<file path="config.mk">
export PLATFORM = sky130hd
export DESIGN_NAME = fault_stat_top
export DESIGN_NICKNAME = d
export VERILOG_FILES = /design/src/rtl/fault_stat_pkg.sv /design/src/rtl/persist_qual.sv /design/src/rtl/sticky_bit.sv /design/src/rtl/fault_stat_top.sv
export SDC_FILE = /design/constraint.sdc
export NUM_CORES = 1
export LEC_CHECK = 0
export ABC_AREA = 1
export BUFFER_PORTS_ARGS = -buffer_cell sky130_fd_sc_hd__buf_2
export CAP_MARGIN = 5
export CORE_AREA = 3 3 50 52
export DETAILED_ROUTE_END_ITERATION = 8
export DIE_AREA = 0 0 53 55
export PLACE_DENSITY = 0.8
export SETUP_SLACK_MARGIN = 0.2
export SYNTH_ARGS = -nofsm -noshare
export SYNTH_HDL_FRONTEND = slang
export SYNTH_HIERARCHICAL = 1
export SYNTH_SLANG_ARGS = --single-unit
export TNS_END_PERCENT = 10
</file>
<file path="constraint.sdc">
create_clock -name clk -period 2.4 [get_ports clk]
set_clock_uncertainty 0.05 [all_clocks]
set_input_delay 0.24 -clock clk [delete_from_list [all_inputs] [get_ports clk]]
set_output_delay 0.24 -clock clk [all_outputs]
set_load 0.005 [all_outputs]
</file>
<file path="src/rtl/fault_stat_pkg.sv">
// Package: shared status-word layout for the protection status bank.
// Assumes the bus slave reads the five bits in the order declared below.
package fault_stat_pkg;
    localparam int STAT_W = 5;
    localparam int IDX_POR = 0;
    localparam int IDX_XPR = 1;

    // Status word, MSB first: core-over, supply-ok, guard-miss, overvoltage, 3.3 V reset.
    typedef struct packed {
        logic core_hi;
        logic sup_ok;
        logic guard_miss;
        logic ovp;
        logic por;
    } fault_stat_t;
endpackage

</file>
<file path="src/rtl/persist_qual.sv">
// Module: persistence qualifier. Output goes high once the input has been
// sampled high on CYC consecutive edges, and falls on the first low sample.
// Assumes the input is already synchronous to clk.
module persist_qual #(
    parameter int CYC = 250,
    localparam int CW = $clog2(CYC + 1)
) (
    input  logic clk,
    input  logic rst_n,
    input  logic raw_i,
    output logic qual_o
);
    logic [CW-1:0] cnt_q;

    // Count consecutive high samples, saturating at CYC, restarting on any low.
    always_ff @(posedge clk) begin
        if (!rst_n || !raw_i) begin
            cnt_q <= '0;
        end else if (cnt_q != CW'(CYC)) begin
            cnt_q <= cnt_q + 1'b1;
        end
    end

    // Qualified once the count has reached its terminal value.
    always_comb qual_o = (cnt_q == CW'(CYC));
endmodule

</file>
<file path="src/rtl/sticky_bit.sv">
// Module: sticky status bit. Set wins over clear; it is cleared only by an
// explicit clear request while the set condition is absent.
// Assumes clr_i is already gated by the caller's read-clear rules.
module sticky_bit #(
    parameter logic RST_VAL = 1'b0
) (
    input  logic clk,
    input  logic rst_n,
    input  logic set_i,
    input  logic clr_i,
    output logic q_o
);
    // Hold the flag, with set taking priority over the read clear.
    always_ff @(posedge clk) begin
        if (!rst_n) begin
            q_o <= RST_VAL;
        end else if (set_i) begin
            q_o <= 1'b1;
        end else if (clr_i) begin
            q_o <= 1'b0;
        end
    end
endmodule

</file>
<file path="src/rtl/fault_stat_top.sv">
// Module: protection status register bank. Qualifies the high-voltage and
// flash inputs, keeps the sticky overvoltage and 3.3 V reset bits, captures
// the status word on a read strobe and applies the read clear one cycle later.
// Assumes all comparator flags are synchronous to clk.
module fault_stat_top
    import fault_stat_pkg::*;
#(
    parameter int N_SUP = 5,
    parameter int CLK_KHZ = 250000,
    parameter int QUAL_NS = 1000,
    localparam int QUAL_CYC = (CLK_KHZ * QUAL_NS) / 1000000
) (
    input  logic              clk,
    input  logic              rst_n,
    input  logic [N_SUP-1:0]  sup_ok_i,
    input  logic              vdd33_low_i,
    input  logic              core_hi_i,
    input  logic              eht_hi_i,
    input  logic              flash_hi_i,
    input  logic              vguard_miss_i,
    input  logic              ovp_dis_i,
    input  logic              rd_strobe_i,
    output logic [STAT_W-1:0] rd_data_o,
    output logic              ovp_stop_o,
    output logic              flash_stop_o
);
    logic [1:0]  raw_w;
    logic [1:0]  qual_w;
    logic [1:0]  set_w;
    logic [1:0]  sticky_w;
    logic        rd_pend_q;
    fault_stat_t live_w;

    // Route the protection inputs into the qualifiers: 0 = high voltage, 1 = flash.
    always_comb raw_w = {flash_hi_i, eht_hi_i};

    for (genvar g = 0; g < 2; g++) begin : g_qual
        persist_qual #(.CYC(QUAL_CYC)) u_qual (
            .clk    (clk),
            .rst_n  (rst_n),
            .raw_i  (raw_w[g]),
            .qual_o (qual_w[g])
        );
    end

    // Set sources of the sticky bits, indexed by their status bit position.
    always_comb begin
        set_w[IDX_POR] = vdd33_low_i;
        set_w[IDX_XPR] = qual_w[0];
    end

    for (genvar g = 0; g < 2; g++) begin : g_sticky
        sticky_bit #(.RST_VAL(g == IDX_POR)) u_bit (
            .clk   (clk),
            .rst_n (rst_n),
            .set_i (set_w[g]),
            .clr_i (rd_pend_q & rd_data_o[g]),
            .q_o   (sticky_w[g])
        );
    end

    // Assemble the live status word from the sticky bits and the pass-through flags.
    always_comb begin
        live_w.core_hi    = core_hi_i;
        live_w.sup_ok     = &sup_ok_i;
        live_w.guard_miss = vguard_miss_i;
        live_w.ovp        = sticky_w[IDX_XPR];
        live_w.por        = sticky_w[IDX_POR];
    end

    // Capture the word on a strobe and remember that a clear is due next cycle.
    always_ff @(posedge clk) begin
        if (!rst_n) begin
            rd_data_o <= '0;
            rd_pend_q <= 1'b0;
        end else begin
            rd_pend_q <= rd_strobe_i;
            if (rd_strobe_i) begin
                rd_data_o <= live_w;
            end
        end
    end

    // Fault events to the deflection sequencer.
    always_comb begin
        ovp_stop_o   = sticky_w[IDX_XPR] & ~ovp_dis_i;
        flash_stop_o = qual_w[1];
    end
endmodule

</file>
==> qor.yml <==
outcome:
  status: "finished, final reports clean"
min_path:
  hold-path-cell-count: 3
  holdCritPathClass: "input pin to flip-flop"
  timing.hold.worst_endpoint: "g_sticky[0].u_bit/q_o"
  timing.hold.worst.start: "vdd33_low_i"
setup_path:
  r2r-start: "g_qual[0].u_qual/cnt_q[0]"
  timing.critical_path.arrival_ns: 1.44
  regToRegSetupSlack_ns: 1.09
  critical_path_class: "flip-flop to output port"
  worst_reg_to_reg_cells: 7
  cp-end-kind: "output port"
  crit_required_ns: 2.11
  worstReg2RegEnd: "g_sticky[1].u_bit/q_o"
  critPathMaxFanout: 5
  setup.worst_path.start_class: "flip-flop"
timing:
  final_worst_hold_slack_ns: 0.04649
  finalSetupTns_ns: 0
  finalMaxSlewViolations: 0
  finalWorstPathRequiredPeriod_ns: 1.726
  post-route-worst-setup-slack_ns: 0.6737
  achievable-frequency_ghz: 0.5793
  tightest_slew_ns: 0.2273
  timing.final.hold_violations: 0
  min_period_over_period: 0.7193
  setup-violations-final: 0
  worst_slew_margin_rel: 0.8483
  rsz0062_at_grt: "false"
place:
  hpwl_um: 1742
  number_of_buffers_added_on_ports: 20
  detailedPlace.worstSlack_ns: 1.022
  finalWeightedCongestion: 0.7599
cts:
  numCtsBuffers: 3
  holdBufCountCts: 0
  cts.sinks: 24
  cts.reportedPaths.clkPinSlew_ns: 0.13
  clk_latency_ns: 0.31
  clock-root-buffer: "sky130_fd_sc_hd__clkbuf_4"
  cts_resized: 0
  cts_buffer_depth: 2
  htreeDepth: 1
  tritoncts_clock_tree: "built"
  cts.repair_timing.setup_buffer_count: 0
routing:
  wl_per_cell_um: 9.939
  first_pass_detailed_route_iteration_total: 4
  detail_route.iter0.violations: 14
  postRouteAntennaNets: 0
  avgViaCountPerCell: 4.855
  num_vias: 1039
  drc: 0
  routed_wirelength_um: 2127
floorplanning:
  start_util: 0.5364
  die_y_um: 55
  rows: 17
  core_area_um2: 2148
  dieArea_um2: 2915
  top_level_ports: 21
  x_dimension_of_the_die_um: 53
global_routing:
  antenna_found_initial: 0
  grt_first_pass_wirelength_um: 3788
  groute.usage.overall: 0.1760
  grt_pass1_vias: 969
  global_route.overflow_total: 0
  grt_start_max_net_pins: 14
layout:
  num-fill-cells: 188
  area.growth.synth_to_final_pct: 14.88
  antenna-diode-count: 0
  post_route_cells_drive_above_1_share: 0.2043
  final_nets: 205
synth:
  synth-seq-cells: 24
  post_synth_instance_area_um2: 1152
  synth.distinct_cells: 16
  syn-num-nets: 180
  netlist_instances: 162
  synth_sequential_area_ratio: 0.4169
  synth_top_cell_by_area: "sky130_fd_sc_hd__dfxtp_1"
  yosys.area.top_type_share: 0.4169
  synth-warning-count: 6
  synth.top_cells.by_area: "sky130_fd_sc_hd__dfxtp_1 42%, sky130_fd_sc_hd__nand2_1 9.4%, sky130_fd_sc_hd__nor2_1 9.1%"
  synth_area_per_cell_um2: 7.113
flow_run:
  timing.max_cap.violations: 0
power:
  irDropWorstVdd_mv: 0.4003
  powerDensity_nw_per_um2: 509.0
  leakagePower_uw: 0.0006106
through the flow:
step	total power, uW	cells	util	area [um2]
finish	673.8	214	0.6162	1324
global route	709.1	214	0.6162	1324
CTS	685.3	214	0.6162	1324
detailed placement	473.5	210	0.5993	1287
global placement	470.6	210	0.5993	1287
floorplan	448.3	162	-	1152
report_power, final:
| group | switching, uW | leakage [uW] | total (uW) | internal [uW] |
|---|---|---|---|---|
| clock network | 117 | 0.0000210 | 210 | 92.7 |
| registers | 6.24 | 0.000195 | 414 | 408 |
| logic | 27.9 | 0.000394 | 49.4 | 21.5 |
state kept, by name, indices dropped and copies added (netlist names):
signal,flops
g_sticky.u_bit/q_o,2
rd_pend_q,1
rd_data_o,5
g_qual.u_qual/cnt_q,16
worst max path at each step:
| stage | from | end | slack, ns | cells past startpoint |
|---|---|---|---|---|
| finish | g_qual[1].u_qual/cnt_q[0] | flash_stop_o | 0.67 | 6 |
| global route | g_qual[1].u_qual/cnt_q[0] | flash_stop_o | 0.52 | 6 |
| CTS | g_qual[1].u_qual/cnt_q[0] | flash_stop_o | 0.65 | 6 |
| detailed placement | g_qual[1].u_qual/cnt_q[0] | flash_stop_o | 1.02 | 6 |
| global placement | g_qual[1].u_qual/cnt_q[0] | flash_stop_o | 1.08 | 6 |
| floorplan | g_qual[1].u_qual/cnt_q[0] | flash_stop_o | 1.20 | 5 |
cells in the final DEF (no fill, tap or decap), types with 4 or more instances in the layout:
master,count
sky130_fd_sc_hd__o21ai_0,9
sky130_fd_sc_hd__nand2_2,6
sky130_fd_sc_hd__nor2_1,28
sky130_fd_sc_hd__inv_1,26
sky130_fd_sc_hd__nand2_1,29
sky130_fd_sc_hd__ha_1,4
sky130_fd_sc_hd__buf_2,20
sky130_fd_sc_hd__nand3_1,11
sky130_fd_sc_hd__a21oi_1,9
sky130_fd_sc_hd__xor2_1,4
sky130_fd_sc_hd__dfxtp_1,24
kinds of logic (layout without fill, tap and decap cells):
kind of cell,Yosys count,count (layout),synth area share
buffers and inverters,26,50,0.08469
and+or+nand+nor,83,83,0.3257
xor gates and xnor gates,4,4,0.03040
AOI/OAI and AO/OA,21,21,0.09880
DFF,24,24,0.4169
adders and majority gates,4,4,0.04343
worst max-delay path, cell delays in order (launching register included):
cell	delay, ns
sky130_fd_sc_hd__dfxtp_1	0.35
sky130_fd_sc_hd__inv_1	0.11
sky130_fd_sc_hd__ha_1	0.16
sky130_fd_sc_hd__nand2_1	0.07
sky130_fd_sc_hd__nor2_2	0.17
sky130_fd_sc_hd__and2_4	0.17
sky130_fd_sc_hd__buf_2	0.10
final cells by class:
type | instances | area, um2 | area share
tap | 28 | 35.03 | 0.02647
multi-input combinational | 112 | 574.3 | 0.4338
clock buffer | 4 | 36.28 | 0.02741
timing repair buffer | 20 | 100.1 | 0.07561
inverter | 26 | 97.59 | 0.07372
sequential | 24 | 480.5 | 0.3629
per-layer routing:
metal / up-vias / share of wire / global-route usage / wire length, um
met2: 15 / 0.53 / 0.3554 / 1126
li1: 555 / - / - / -
met5: - / 0 / 0 / 0
met4: 0 / 0.016 / 0.09362 / 35
met1: 465 / 0.41 / 0.1689 / 881
met3: 4 / 0.039 / 0.02949 / 83
cells in the mapped netlist (all sizes together):
cell / n
and2: 2
nand2: 35
o21bai: 2
o21ai: 9
ha: 4
xor2: 4
a21oi: 10
dfxtp: 24
nor3: 2
nand3: 11
inv: 26
nor2: 33
Note: power is estimated with default switching activity, not from simulation.
